$ cat src/rtl/spim_pkg.sv
package spim_pkg;
  typedef enum logic [2:0] {
    RI_CR0  = 3'd0,
    RI_CR1  = 3'd1,
    RI_DATA = 3'd2,
    RI_STAT = 3'd3,
    RI_PSC  = 3'd4,
    RI_INT  = 3'd5
  } reg_idx_e;

  localparam int C0_CPHA  = 6;
  localparam int C0_CPOL  = 7;
  localparam int C1_RIE   = 0;
  localparam int C1_TIE   = 1;
  localparam int C1_RORIE = 2;
  localparam int C1_LBK   = 3;
  localparam int C1_EN    = 4;
  localparam int C1_W     = 7;
endpackage

$ cat src/rtl/spim_fifo.sv
module spim_fifo #(
  parameter int W     = 16,
  parameter int DEPTH = 8
) (
  input  logic                         clk_i,
  input  logic                         rst_ni,
  input  logic                         push_i,
  input  logic [W-1:0]                 din_i,
  input  logic                         pop_i,
  output logic [W-1:0]                 dout_o,
  output logic [$clog2(DEPTH+1)-1:0]   level_o,
  output logic                         full_o,
  output logic                         empty_o
);
  localparam int AW = (DEPTH > 1) ? $clog2(DEPTH) : 1;
  localparam int LW = $clog2(DEPTH+1);

  logic [W-1:0]  mem_q [DEPTH];
  logic [AW-1:0] wp_q, rp_q;
  logic [LW-1:0] lvl_q;
  logic          do_push, do_pop;

  assign full_o  = (lvl_q == LW'(DEPTH));
  assign empty_o = (lvl_q == '0);
  assign do_push = push_i & ~full_o;
  assign do_pop  = pop_i & ~empty_o;
  assign dout_o  = mem_q[rp_q];
  assign level_o = lvl_q;

  function automatic logic [AW-1:0] nxt(input logic [AW-1:0] p);
    return (p == AW'(DEPTH-1)) ? '0 : p + AW'(1);
  endfunction

  always_ff @(posedge clk_i or negedge rst_ni) begin
    if (!rst_ni) begin
      wp_q  <= '0;
      rp_q  <= '0;
      lvl_q <= '0;
    end else begin
      if (do_push) wp_q <= nxt(wp_q);
      if (do_pop)  rp_q <= nxt(rp_q);
      lvl_q <= lvl_q + LW'(do_push) - LW'(do_pop);
    end
  end

  always_ff @(posedge clk_i) begin
    if (do_push) mem_q[wp_q] <= din_i;
  end

  a_r6_no_overflow: assert property (@(posedge clk_i) disable iff (!rst_ni)
    (push_i && full_o && !pop_i) |=> (level_o == $past(level_o)));
  a_r6_level_bound: assert property (@(posedge clk_i) disable iff (!rst_ni)
    level_o <= LW'(DEPTH));
endmodule

$ cat src/rtl/spim_shift.sv
module spim_shift #(
  parameter int MAX_W = 16
) (
  input  logic                       clk_i,
  input  logic                       rst_ni,
  input  logic                       en_i,
  input  logic                       tick_i,
  input  logic                       cpol_i,
  input  logic                       cpha_i,
  input  logic [$clog2(MAX_W)-1:0]   size_m1_i,
  input  logic                       tx_valid_i,
  input  logic [MAX_W-1:0]           tx_data_i,
  output logic                       tx_pop_o,
  output logic                       rx_push_o,
  output logic [MAX_W-1:0]           rx_data_o,
  input  logic                       sin_i,
  output logic                       sout_o,
  output logic                       sclk_o,
  output logic                       busy_o
);
  localparam int SW = $clog2(MAX_W);
  localparam int CW = SW + 1;

  logic             act_q, phase_q, done_q;
  logic [CW-1:0]    edge_q;
  logic [SW-1:0]    size_q;
  logic [MAX_W-1:0] tsr_q, rsr_q, mask;
  logic             lead, last, smp, shf, load;

  assign lead = ~edge_q[0];
  assign last = (edge_q == {size_q, 1'b1});
  assign smp  = lead ^ cpha_i;
  assign shf  = cpha_i ? (lead && edge_q != '0) : (~lead && ~last);
  assign load = en_i & ~act_q & tick_i & tx_valid_i;

  always_ff @(posedge clk_i or negedge rst_ni) begin
    if (!rst_ni) begin
      act_q   <= 1'b0;
      phase_q <= 1'b0;
      done_q  <= 1'b0;
      edge_q  <= '0;
      size_q  <= '0;
      tsr_q   <= '0;
      rsr_q   <= '0;
    end else if (!en_i) begin
      act_q   <= 1'b0;
      phase_q <= 1'b0;
      done_q  <= 1'b0;
      edge_q  <= '0;
    end else begin
      done_q <= 1'b0;
      if (load) begin
        act_q   <= 1'b1;
        phase_q <= 1'b0;
        edge_q  <= '0;
        size_q  <= size_m1_i;
        tsr_q   <= tx_data_i;
        rsr_q   <= '0;
      end else if (act_q && tick_i) begin
        phase_q <= ~phase_q;
        edge_q  <= edge_q + CW'(1);
        if (smp) rsr_q <= {rsr_q[MAX_W-2:0], sin_i};
        if (shf) tsr_q <= {tsr_q[MAX_W-2:0], 1'b0};
        if (last) begin
          act_q  <= 1'b0;
          done_q <= 1'b1;
        end
      end
    end
  end

  always_comb begin
    for (int i = 0; i < MAX_W; i++) mask[i] = (i <= int'(size_q));
  end

  assign tx_pop_o  = load;
  assign rx_push_o = done_q;
  assign rx_data_o = rsr_q & mask;
  assign sout_o    = tsr_q[size_q];
  assign sclk_o    = cpol_i ^ phase_q;
  assign busy_o    = act_q;

  a_r4_start_on_tick: assert property (@(posedge clk_i) disable iff (!rst_ni)
    $rose(busy_o) |-> $past(tick_i));
  a_r4_idle_clock: assert property (@(posedge clk_i) disable iff (!rst_ni)
    !busy_o |-> (sclk_o == cpol_i));
  a_r9_disable_stops: assert property (@(posedge clk_i) disable iff (!rst_ni)
    !en_i |=> !busy_o);
  a_r5_push_after_frame: assert property (@(posedge clk_i) disable iff (!rst_ni)
    rx_push_o |-> $past(busy_o));
endmodule

$ cat src/rtl/spi_master_regs.sv
module spi_master_regs
  import spim_pkg::*;
#(
  parameter int FIFO_DEPTH = 8,
  parameter int MAX_W      = 16,
  parameter int MIN_W      = 4,
  parameter int TX_REQ_LVL = 4,
  parameter int RX_REQ_LVL = 4
) (
  input  logic        clk_i,
  input  logic        rst_ni,
  input  logic        bus_sel_i,
  input  logic        bus_we_i,
  input  logic [4:0]  bus_addr_i,
  input  logic [15:0] bus_wdata_i,
  output logic [15:0] bus_rdata_o,
  input  logic        tick_i,
  output logic [7:0]  prescale_o,
  output logic [7:0]  rate_o,
  output logic        sclk_o,
  output logic        mosi_o,
  input  logic        miso_i,
  output logic        irq_o
);
  localparam int LW = $clog2(FIFO_DEPTH+1);
  localparam int SW = $clog2(MAX_W);

  logic [15:0]      cr0_q;
  logic [C1_W-1:0]  cr1_q;
  logic [7:0]       psc_q;
  logic             ror_q;

  logic             hit, wr_en, rd_en;
  reg_idx_e         idx;
  logic [SW-1:0]    size_m1;
  logic             tx_full, tx_empty, rx_full, rx_empty;
  logic [LW-1:0]    tx_lvl, rx_lvl;
  logic [MAX_W-1:0] tx_head, rx_head, eng_rx;
  logic             eng_pop, eng_push, eng_busy, sout, sin;
  logic [2:0]       int_bits;

  assign idx   = reg_idx_e'(bus_addr_i[4:2]);
  assign hit   = bus_sel_i & (bus_addr_i[1:0] == 2'b00);
  assign wr_en = hit & bus_we_i;
  assign rd_en = hit & ~bus_we_i;

  assign size_m1 = (cr0_q[SW-1:0] < SW'(MIN_W-1)) ? SW'(MIN_W-1) : cr0_q[SW-1:0];

  always_ff @(posedge clk_i or negedge rst_ni) begin
    if (!rst_ni) begin
      cr0_q <= '0;
      cr1_q <= '0;
      psc_q <= '0;
      ror_q <= 1'b0;
    end else begin
      if (wr_en && idx == RI_CR0) cr0_q <= bus_wdata_i;
      if (wr_en && idx == RI_CR1) cr1_q <= bus_wdata_i[C1_W-1:0];
      if (wr_en && idx == RI_PSC) psc_q <= bus_wdata_i[7:0];
      // set has priority over a same-cycle clear
      if (eng_push && rx_full)          ror_q <= 1'b1;
      else if (wr_en && idx == RI_INT)  ror_q <= 1'b0;
    end
  end

  spim_fifo #(.W(MAX_W), .DEPTH(FIFO_DEPTH)) u_txq (
    .clk_i, .rst_ni,
    .push_i (wr_en && idx == RI_DATA),
    .din_i  (bus_wdata_i[MAX_W-1:0]),
    .pop_i  (eng_pop),
    .dout_o (tx_head),
    .level_o(tx_lvl),
    .full_o (tx_full),
    .empty_o(tx_empty)
  );

  spim_fifo #(.W(MAX_W), .DEPTH(FIFO_DEPTH)) u_rxq (
    .clk_i, .rst_ni,
    .push_i (eng_push),
    .din_i  (eng_rx),
    .pop_i  (rd_en && idx == RI_DATA),
    .dout_o (rx_head),
    .level_o(rx_lvl),
    .full_o (rx_full),
    .empty_o(rx_empty)
  );

  assign sin = cr1_q[C1_LBK] ? sout : miso_i;

  spim_shift #(.MAX_W(MAX_W)) u_eng (
    .clk_i, .rst_ni,
    .en_i      (cr1_q[C1_EN]),
    .tick_i,
    .cpol_i    (cr0_q[C0_CPOL]),
    .cpha_i    (cr0_q[C0_CPHA]),
    .size_m1_i (size_m1),
    .tx_valid_i(~tx_empty),
    .tx_data_i (tx_head),
    .tx_pop_o  (eng_pop),
    .rx_push_o (eng_push),
    .rx_data_o (eng_rx),
    .sin_i     (sin),
    .sout_o    (sout),
    .sclk_o    (sclk_o),
    .busy_o    (eng_busy)
  );

  assign int_bits[0] = cr1_q[C1_RIE]   & (rx_lvl >= LW'(RX_REQ_LVL));
  assign int_bits[1] = cr1_q[C1_TIE]   & (tx_lvl <= LW'(TX_REQ_LVL));
  assign int_bits[2] = cr1_q[C1_RORIE] & ror_q;

  always_comb begin
    bus_rdata_o = '0;
    if (rd_en) begin
      unique case (idx)
        RI_CR0:  bus_rdata_o = cr0_q;
        RI_CR1:  bus_rdata_o = 16'(cr1_q);
        RI_DATA: bus_rdata_o = rx_empty ? '0 : 16'(rx_head);
        RI_STAT: bus_rdata_o = {11'b0, eng_busy | ~tx_empty, rx_full, ~rx_empty, ~tx_full, tx_empty};
        RI_PSC:  bus_rdata_o = {8'b0, psc_q};
        RI_INT:  bus_rdata_o = {13'b0, int_bits};
        default: bus_rdata_o = '0;
      endcase
    end
  end

  assign prescale_o = psc_q;
  assign rate_o     = cr0_q[15:8];
  assign mosi_o     = sout;
  assign irq_o      = |int_bits;

  a_r7_ror_sticky: assert property (@(posedge clk_i) disable iff (!rst_ni)
    (ror_q && !(wr_en && idx == RI_INT)) |=> ror_q);
  a_r7_clear_works: assert property (@(posedge clk_i) disable iff (!rst_ni)
    (wr_en && idx == RI_INT && !(eng_push && rx_full)) |=> !ror_q);
  a_r8_irq_needs_enable: assert property (@(posedge clk_i) disable iff (!rst_ni)
    irq_o |-> (cr1_q[C1_RORIE:C1_RIE] != 3'b000));
endmodule

$ cat config.mk
export PLATFORM = sky130hd
export DESIGN_NAME = spi_master_regs
export DESIGN_NICKNAME = d
export VERILOG_FILES = /design/src/rtl/spim_pkg.sv /design/src/rtl/spim_fifo.sv /design/src/rtl/spim_shift.sv /design/src/rtl/spi_master_regs.sv
export SDC_FILE = /design/constraint.sdc
export NUM_CORES = 1
export LEC_CHECK = 0
export ABC_AREA = 1
export BUFFER_PORTS_ARGS = -buffer_cell sky130_fd_sc_hd__clkbuf_2
export CELL_PAD_IN_SITES_DETAIL_PLACEMENT = 1
export CELL_PAD_IN_SITES_GLOBAL_PLACEMENT = 1
export CORE_MARGIN = 2
export CORE_UTILIZATION = 44
export CTS_CLUSTER_DIAMETER = 150
export CTS_CLUSTER_SIZE = 14
export DETAILED_ROUTE_END_ITERATION = 12
export HOLD_SLACK_MARGIN = 0.12
export PLACE_DENSITY = 0.71
export SLEW_MARGIN = 20
export SYNTH_ARGS = -nofsm -noshare
export SYNTH_HDL_FRONTEND = slang
export SYNTH_SLANG_ARGS = --single-unit
$ cat constraint.sdc
create_clock -name clk_i -period 8.2 [get_ports clk_i]
set_input_delay 0.41 -clock clk_i [delete_from_list [all_inputs] [get_ports clk_i]]
set_output_delay 0.41 -clock clk_i [all_outputs]
set_load 0.005 [all_outputs]
==> After elaboration in Yosys (flattened, before gate mapping) <==
Memory sizes are Yosys's and may differ from the RTL's.
Index checks and enable logic that the tools add are counted.
{ "word_totals": {"ff_bits": 96, "mem_bits_rw": 256, "inputBits": 27, "out_inout_bits": 35, "word_cells": 149, "mem_count": 2} }
{ "op_classes": {"n_addsub": 9, "order_cmp": 19, "n_eq_ne": 14, "muxes": 38, "n_bitwise": 26, "reduce_logical": 24} }
{ "mem_list": {"columns": ["memory", "words", "width", "rd", "rd_clocked_by_memory_dff", "write_ports", "line", "text"], "rows": [
  ["u_rxq.mem_q", 8, 16, 1, 0, 1, "spim_fifo.sv:18", "logic [W-1:0] mem_q [DEPTH];"],
  ["u_txq.mem_q", 8, 16, 1, 0, 1, "spim_fifo.sv:18", null]
]} }
{ "op_table": {"columns": ["operator", "n"], "rows": [
  ["$mux 16", 8],
  ["$pmux 16 s6", 1],
  ["$le 4x4->1 const A", 8],
  ["$mux 1", 20],
  ["$eq 3x3->1 const B", 6],
  ["$and 16x16->16", 1],
  ["$le 3x4->1 const A", 4],
  ["$mux 5", 3],
  ["$and 1x1->1", 13],
  ["$add 3x1->3 const B", 4],
  ["$mux 3", 4],
  ["$logic_and 1x1->1", 10],
  ["$not 1->1", 9],
  ["$add 4x1->4", 2],
  ["$eq 4x4->1 const B", 2],
  ["$le 2x4->1 const A", 2],
  ["$logic_not 4->1", 2],
  ["$reduce_bool 2->1", 4],
  ["$sub 4x1->4", 2],
  ["$eq 3x2->1 const B", 2],
  ["$ne 3x1->1 const B", 2],
  ["$reduce_and 3->1", 2],
  ["$add 5x1->5 const B", 1],
  ["$eq 5x5->1", 1],
  ["other kinds (15)", 17]
]} }

==> Logic depth before layout (Yosys ltp) <==
{ "logic_depth": {"ltp_word": 7, "depth_mapped": 13, "mapped_depth_nobuf": 12} }

==> Cells and area by module <==
From an unflattened synthesis, not the netlist that was laid out.
{ "unflattened": {"hier_cells": 1859, "hier_area_um2": 16940.0} }
{ "modules_own_cells": {"columns": ["mod", "n_inst", "cells_each", "area_per_inst_um2", "seq_area_each_um2"], "rows": [
  ["spim_fifo", 2, 632, 6272.3, 4093.9],
  ["spim_shift", 1, 321, 2406.1, 1101.1],
  ["spi_master_regs", 1, 274, 1989.4, 800.8]
]} }

==> Worst setup path after synthesis <==
OpenSTA, ideal clock, no wires.
{ "synth_path": {"path_kind": "input -> register", "start": "input bus_addr_i[0]", "end": "memory u_txq.mem_q[2][0], enable pin", "setup_ns": 0.409, "arrival_ns": 2.212, "required_ns": 7.791, "slack_ns": 5.579, "path_stages": 5, "n_path_buf": 0, "cell_sequence": "inv_1 nand4_1 nor2_2 nand2_1 nor3_1"} }
{ "synth_via": {"elab_chain_cells": 7} }
{ "synth_rtl": {"columns": ["element", "line", "text"], "rows": [
  ["from (decl)", "spi_master_regs.sv:14", "input logic [4:0] bus_addr_i,"],
  ["$logic_not 2->1", "spi_master_regs.sv:43", "assign hit = bus_sel_i & (bus_addr_i[1:0] == 2'b00);"],
  ["$and 1x1->1", "spi_master_regs.sv:43", null],
  ["$and 1x1->1", "spi_master_regs.sv:44", "assign wr_en = hit & bus_we_i;"],
  ["$logic_and 1x1->1", "spi_master_regs.sv:67", ".push_i (wr_en && idx == RI_DATA),"],
  ["$and 1x1->1", "spim_fifo.sv:25", "assign do_push = push_i & ~full_o;"],
  ["via u_txq.do_push", "spim_fifo.sv:21", "logic do_push, do_pop;"],
  ["$mux 1", "spim_fifo.sv:47", "if (do_push) mem_q[wp_q] <= din_i;"],
  ["$mux 1 (not written as such)", "spim_fifo.sv:47", null],
  ["to (decl)", "spim_fifo.sv:18", null]
]} }
The timed path passes the listed nets, and every way through them passes these cells.

==> Final worst setup path <==
{ "layout_path": {"start": "register u_txq.lvl_q[2] (netlist: u_txq.level_o[2])", "end": "register u_txq.lvl_q[2] (netlist: u_txq.level_o[2])"} }
{ "layout_via": {"elab_chain_cells": 5, "elab_cells_between_ends": 9, "classes_between": "2 x add/sub; 1 x eq/ne; 5 x bitwise; 1 x reduce/logical"} }
{ "layout_rtl": {"columns": ["element", "line", "text"], "rows": [
  ["from (decl)", "spim_fifo.sv:20", "logic [LW-1:0] lvl_q;"],
  ["from (signal assigned)", "spim_fifo.sv:42", "lvl_q <= lvl_q + LW'(do_push) - LW'(do_pop);"],
  ["$eq 4x4->1 or $logic_not 4->1 (tied branches)", "spim_fifo.sv:23, spim_fifo.sv:24", null],
  ["$not 1->1 (on tied branches)", "spim_fifo.sv:25, spim_fifo.sv:26, spi_master_regs.sv:96", null],
  ["$and 1x1->1 (on tied branches)", "spim_fifo.sv:25, spim_shift.sv:34", null],
  ["$add 4x1->4 or $and 1x1->1 (tied branches)", "spim_fifo.sv:42, spim_fifo.sv:26", null],
  ["$sub 4x1->4 (*)", "spim_fifo.sv:42", null]
]} }
Every way passes the cells marked *; elsewhere a longest branch is shown, timed or not.
A chain may end at the register's enable or synchronous reset.

==> impl_metrics.py <==
metrics = {
    "outcome": {
        "outcome": "finished clean",
    },
    "timing": {
        "hold_viol": 0,
        "slew-limit-headroom": 0.3093,
        "timing_max_transition_violations_final": 0,
        "clock_skew_ns": 0.01581,
        "post_route_minimum_period_ns": 3.274,
        "final-setup-viol-count": 0,
        "finalSetupTns_ns": 0,
        "fmax_mhz": 305.4,
        "final_min_period_over_clock_period": 0.3993,
        "tightest_slew_ns": 1.030,
        "grt_setup_unrepaired": "no",
    },
    "routing": {
        "routed_wirelength_mm": 40.47,
        "detail_route.wl_per_cell_um": 21.20,
        "detail-route-antenna-nets": 0,
        "post_drt_via_cell_ratio": 5.473,
        "drcViolationCount": 0,
        "first_pass_iters": 5,
        "detail_route.iter0.violations": 658,
        "route.vias.total": 10448,
    },
    "yosys": {
        "synth.cells.most_frequent": "edfxtp_1 (256), nand2_1 (213), nor2_1 (196), o21ai_0 (166), dfrtp_1 (96)",
        "synthesis.nets": 1442,
        "leading_area_contributor_after_synthesis": "edfxtp_1",
        "postSynthRegisterBits": 352,
        "netlist-cell-type-count": 39,
        "synth_area_per_cell_um2": 10.95,
        "ys_seq_area_frac": 0.6626,
        "yosys.cell_count.top_type": "edfxtp_1",
        "post_synthesis_async_set_or_reset_flop_share": 0.2727,
        "postSynth.topFlopCell": "edfxtp_1",
        "ys.warnings.count": 0,
        "post_synth_inst_count": 1390,
        "synthDominantCellAreaShare": 0.5048,
        "synthTopCellsByArea": "edfxtp_1 (50%), dfrtp_1 (16%), o21ai_0 (5.5%), nand2_1 (5.3%), nor2_1 (4.8%)",
        "synth_area_um2": 15230,
        "synth-edff-count": 256,
    },
    "power": {
        "leakage_uw": 0.006392,
        "power_density_nw_per_um2": 283.0,
        "power.share.sequential": 0.459,
        "internal-power_uw": 3114,
        "power.net_switching_uw": 1633,
        "clkPwrFrac": 0.270,
        "combPwrFrac": 0.271,
        "netSwitchingFraction": 0.3440,
        "ir_drop_uv": 171.5,
        "power_uw": 4747,
    },
    "die": {
        "floorplan.core_area_um2": 34290,
        "fp.dieW_um": 190.0,
        "row_count": 68,
        "dieArea_um2": 36110,
        "start_util": 0.4441,
        "chip_height_um": 190.0,
        "pin_count": 62,
    },
    "critical_path": {
        "cp_slowest_stage_delay_ns": 0.64,
        "slowest_cell_on_the_critical_path": "nand2_2",
        "timing.critical_path.from_type": "flop",
        "timing.critical_path.required_ns": 8.64,
        "critPathKind": "reg -> reg",
        "critical_path.max_fanout": 42,
        "crit_arrival_ns": 3.71,
        "endpoint_kind": "flop",
        "path_cells": "inv_1 -> ha_1 -> nand2_1 -> nand2_2 -> inv_2 -> ha_1 -> inv_1 -> ha_1 -> inv_1 -> fa_1 -> xnor2_1",
    },
    "clocking": {
        "h_tree_levels": 1,
        "cts_tree": "yes",
        "post_cts_hold_buffer_count": 1,
        "clock-root-buffer": "clkbuf_16",
        "clkSlewWorstSetupHoldPaths_ns": 0.07,
        "post_cts_resize_count": 0,
        "cts.sinks": 352,
        "number_of_buffers_inserted_during_clock_tree_synthesis": 29,
        "max-clock-path-buffers": 3,
        "clk-insertion-delay-late_ns": 0.56,
        "post_cts.repair.setup_buffers": 0,
    },
    "run": {
        "cap_violations": 0,
    },
    "placed_design": {
        "place.port_buffers": 61,
        "placed_cells": 1855,
        "dpl-instance-area_um2": 15930,
        "gpl.final_weighted_congestion": 0.8177,
        "detailed_place_hpwl_mm": 25.93,
    },
    "global_route": {
        "first_pass_grt_wire_length_mm": 63.49,
        "grt_antenna_before_repair": 0,
        "grt_max_degree": 68,
        "overflow_after_grt": 0,
        "first_global_vias": 11049,
        "grt_usage": 0.2280,
    },
    "hold_path": {
        "path_type_of_the_worst_min_delay_path": "in -> reg",
    },
    "finish": {
        "final_design_area_no_fill_um2": 16770,
        "antennaDiodeCount": 0,
        "post_route_cells_drive_above_1_share": 0.1121,
        "fin_util": 0.4891,
        "fin_nets": 1484,
        "layout.filler_cells": 3698,
        "final_cell_count_no_fill": 1909,
        "area_delta_synth_final_pct": 10.13,
    },
}
-- power groups by stage --
stage | clock, uW | combinational [uW] | sequential, uW
floorplan | 0 | 968 | 2150
global placement | 0 | 1250 | 2210
detailed placement | 0 | 1300 | 2220
CTS | 1310 | 1310 | 2180
global route | 1370 | 1480 | 2200
finish | 1280 | 1290 | 2180
-- stage by stage --
step | hold WS [ns] | setup WS, ns
after floorplan | 0.1144 | 5.579
after global placement | 0.4082 | 5.099
after detailed placement | 0.4070 | 4.927
after CTS | 0.1382 | 4.853
after global routing | 0.1692 | 4.635
final | 0.1616 | 4.926
-- state kept, by name, summed over array words and instances, names as in the netlist, 3 cells and up --
signal	count
u_rxq.wp_q	3
prescale_o	8
u_rxq.level_o	4
u_txq.mem_q	128
u_rxq.rp_q	3
u_eng.size_q	4
u_eng.rsr_q	16
u_txq.rp_q	3
u_eng.edge_q	5
u_rxq.mem_q	128
u_txq.level_o	4
u_eng.tsr_q	16
cr1_q	7
u_txq.wp_q	3
cr0_q	16
-- layout make-up --
type | instances | area, um2 | share of cell area
multi-input cells | 861 | 4394 | 0.2620
repair buffers | 87 | 505.5 | 0.03014
well taps | 455 | 569.3 | 0.03395
flip-flops and latches | 352 | 10090 | 0.6017
clock buffers | 52 | 812.0 | 0.04842
clock inverters | 1 | 16.27 | 0.0009699
inverters | 101 | 381.6 | 0.02276
-- cells by family (layout without fill, tap and decap cells) --
group / Yosys count / after routing / synth area share
AOI/OAI and AO/OA: 298 / 298 / 0.1091
xor gates and xnor gates: 9 / 9 / 0.005176
adders and majority gates: 25 / 25 / 0.02153
buffers and inverters: 177 / 241 / 0.05177
DFF: 352 / 352 / 0.6626
muxes: 14 / 14 / 0.01035
and+or+nand+nor: 515 / 515 / 0.1394
-- critical path, delay by kind of cell (launching register included) --
| family | cells | cell delay [ns] |
|---|---|---|
| xor gates and xnor gates | 1 | 0.15 |
| adders and majority gates | 4 | 1.18 |
| buffers and inverters | 4 | 0.69 |
| DFF | 1 | 0.38 |
| and+or+nand+nor | 2 | 0.73 |
-- cell usage in the layout (no fill, tap or decap), types with 24 or more instances in the layout --
cell type	synthesis	routed
dfrtp_1	96	95
a21oi_1	42	42
o21ai_0	166	166
nor2_1	196	196
clkbuf_2	1	60
clkbuf_16	0	29
buf_4	16	26
o22ai_1	24	24
nand2_1	213	213
o211ai_1	47	47
nand3_1	65	65
inv_1	93	92
edfxtp_1	256	256
-- metal layers --
metal | track usage | part of all wire
met1 | 0.3033 | 0.44
met5 | 0 | 0
met4 | 0.04949 | 0.017
met3 | 0.02066 | 0.032
met2 | 0.4069 | 0.51
-- worst paths after layout --
check	from	end	slack, ns	cells after the start
min in group asynchronous	rst_ni	u_rxq.wp_q[0]	0.39	2
hold reg to reg	u_eng.rx_push_o	ror_q	0.51	2
max in group asynchronous	rst_ni	u_txq.rp_q[0]	6.51	3
hold / removal	tick_i	u_eng.edge_q[1]	0.16	3
setup reg to reg	u_txq.level_o[2]	u_txq.level_o[2]	4.93	11
setup / recovery	u_txq.level_o[2]	u_txq.level_o[2]	4.93	11
Power figures use the tool's default switching activity.
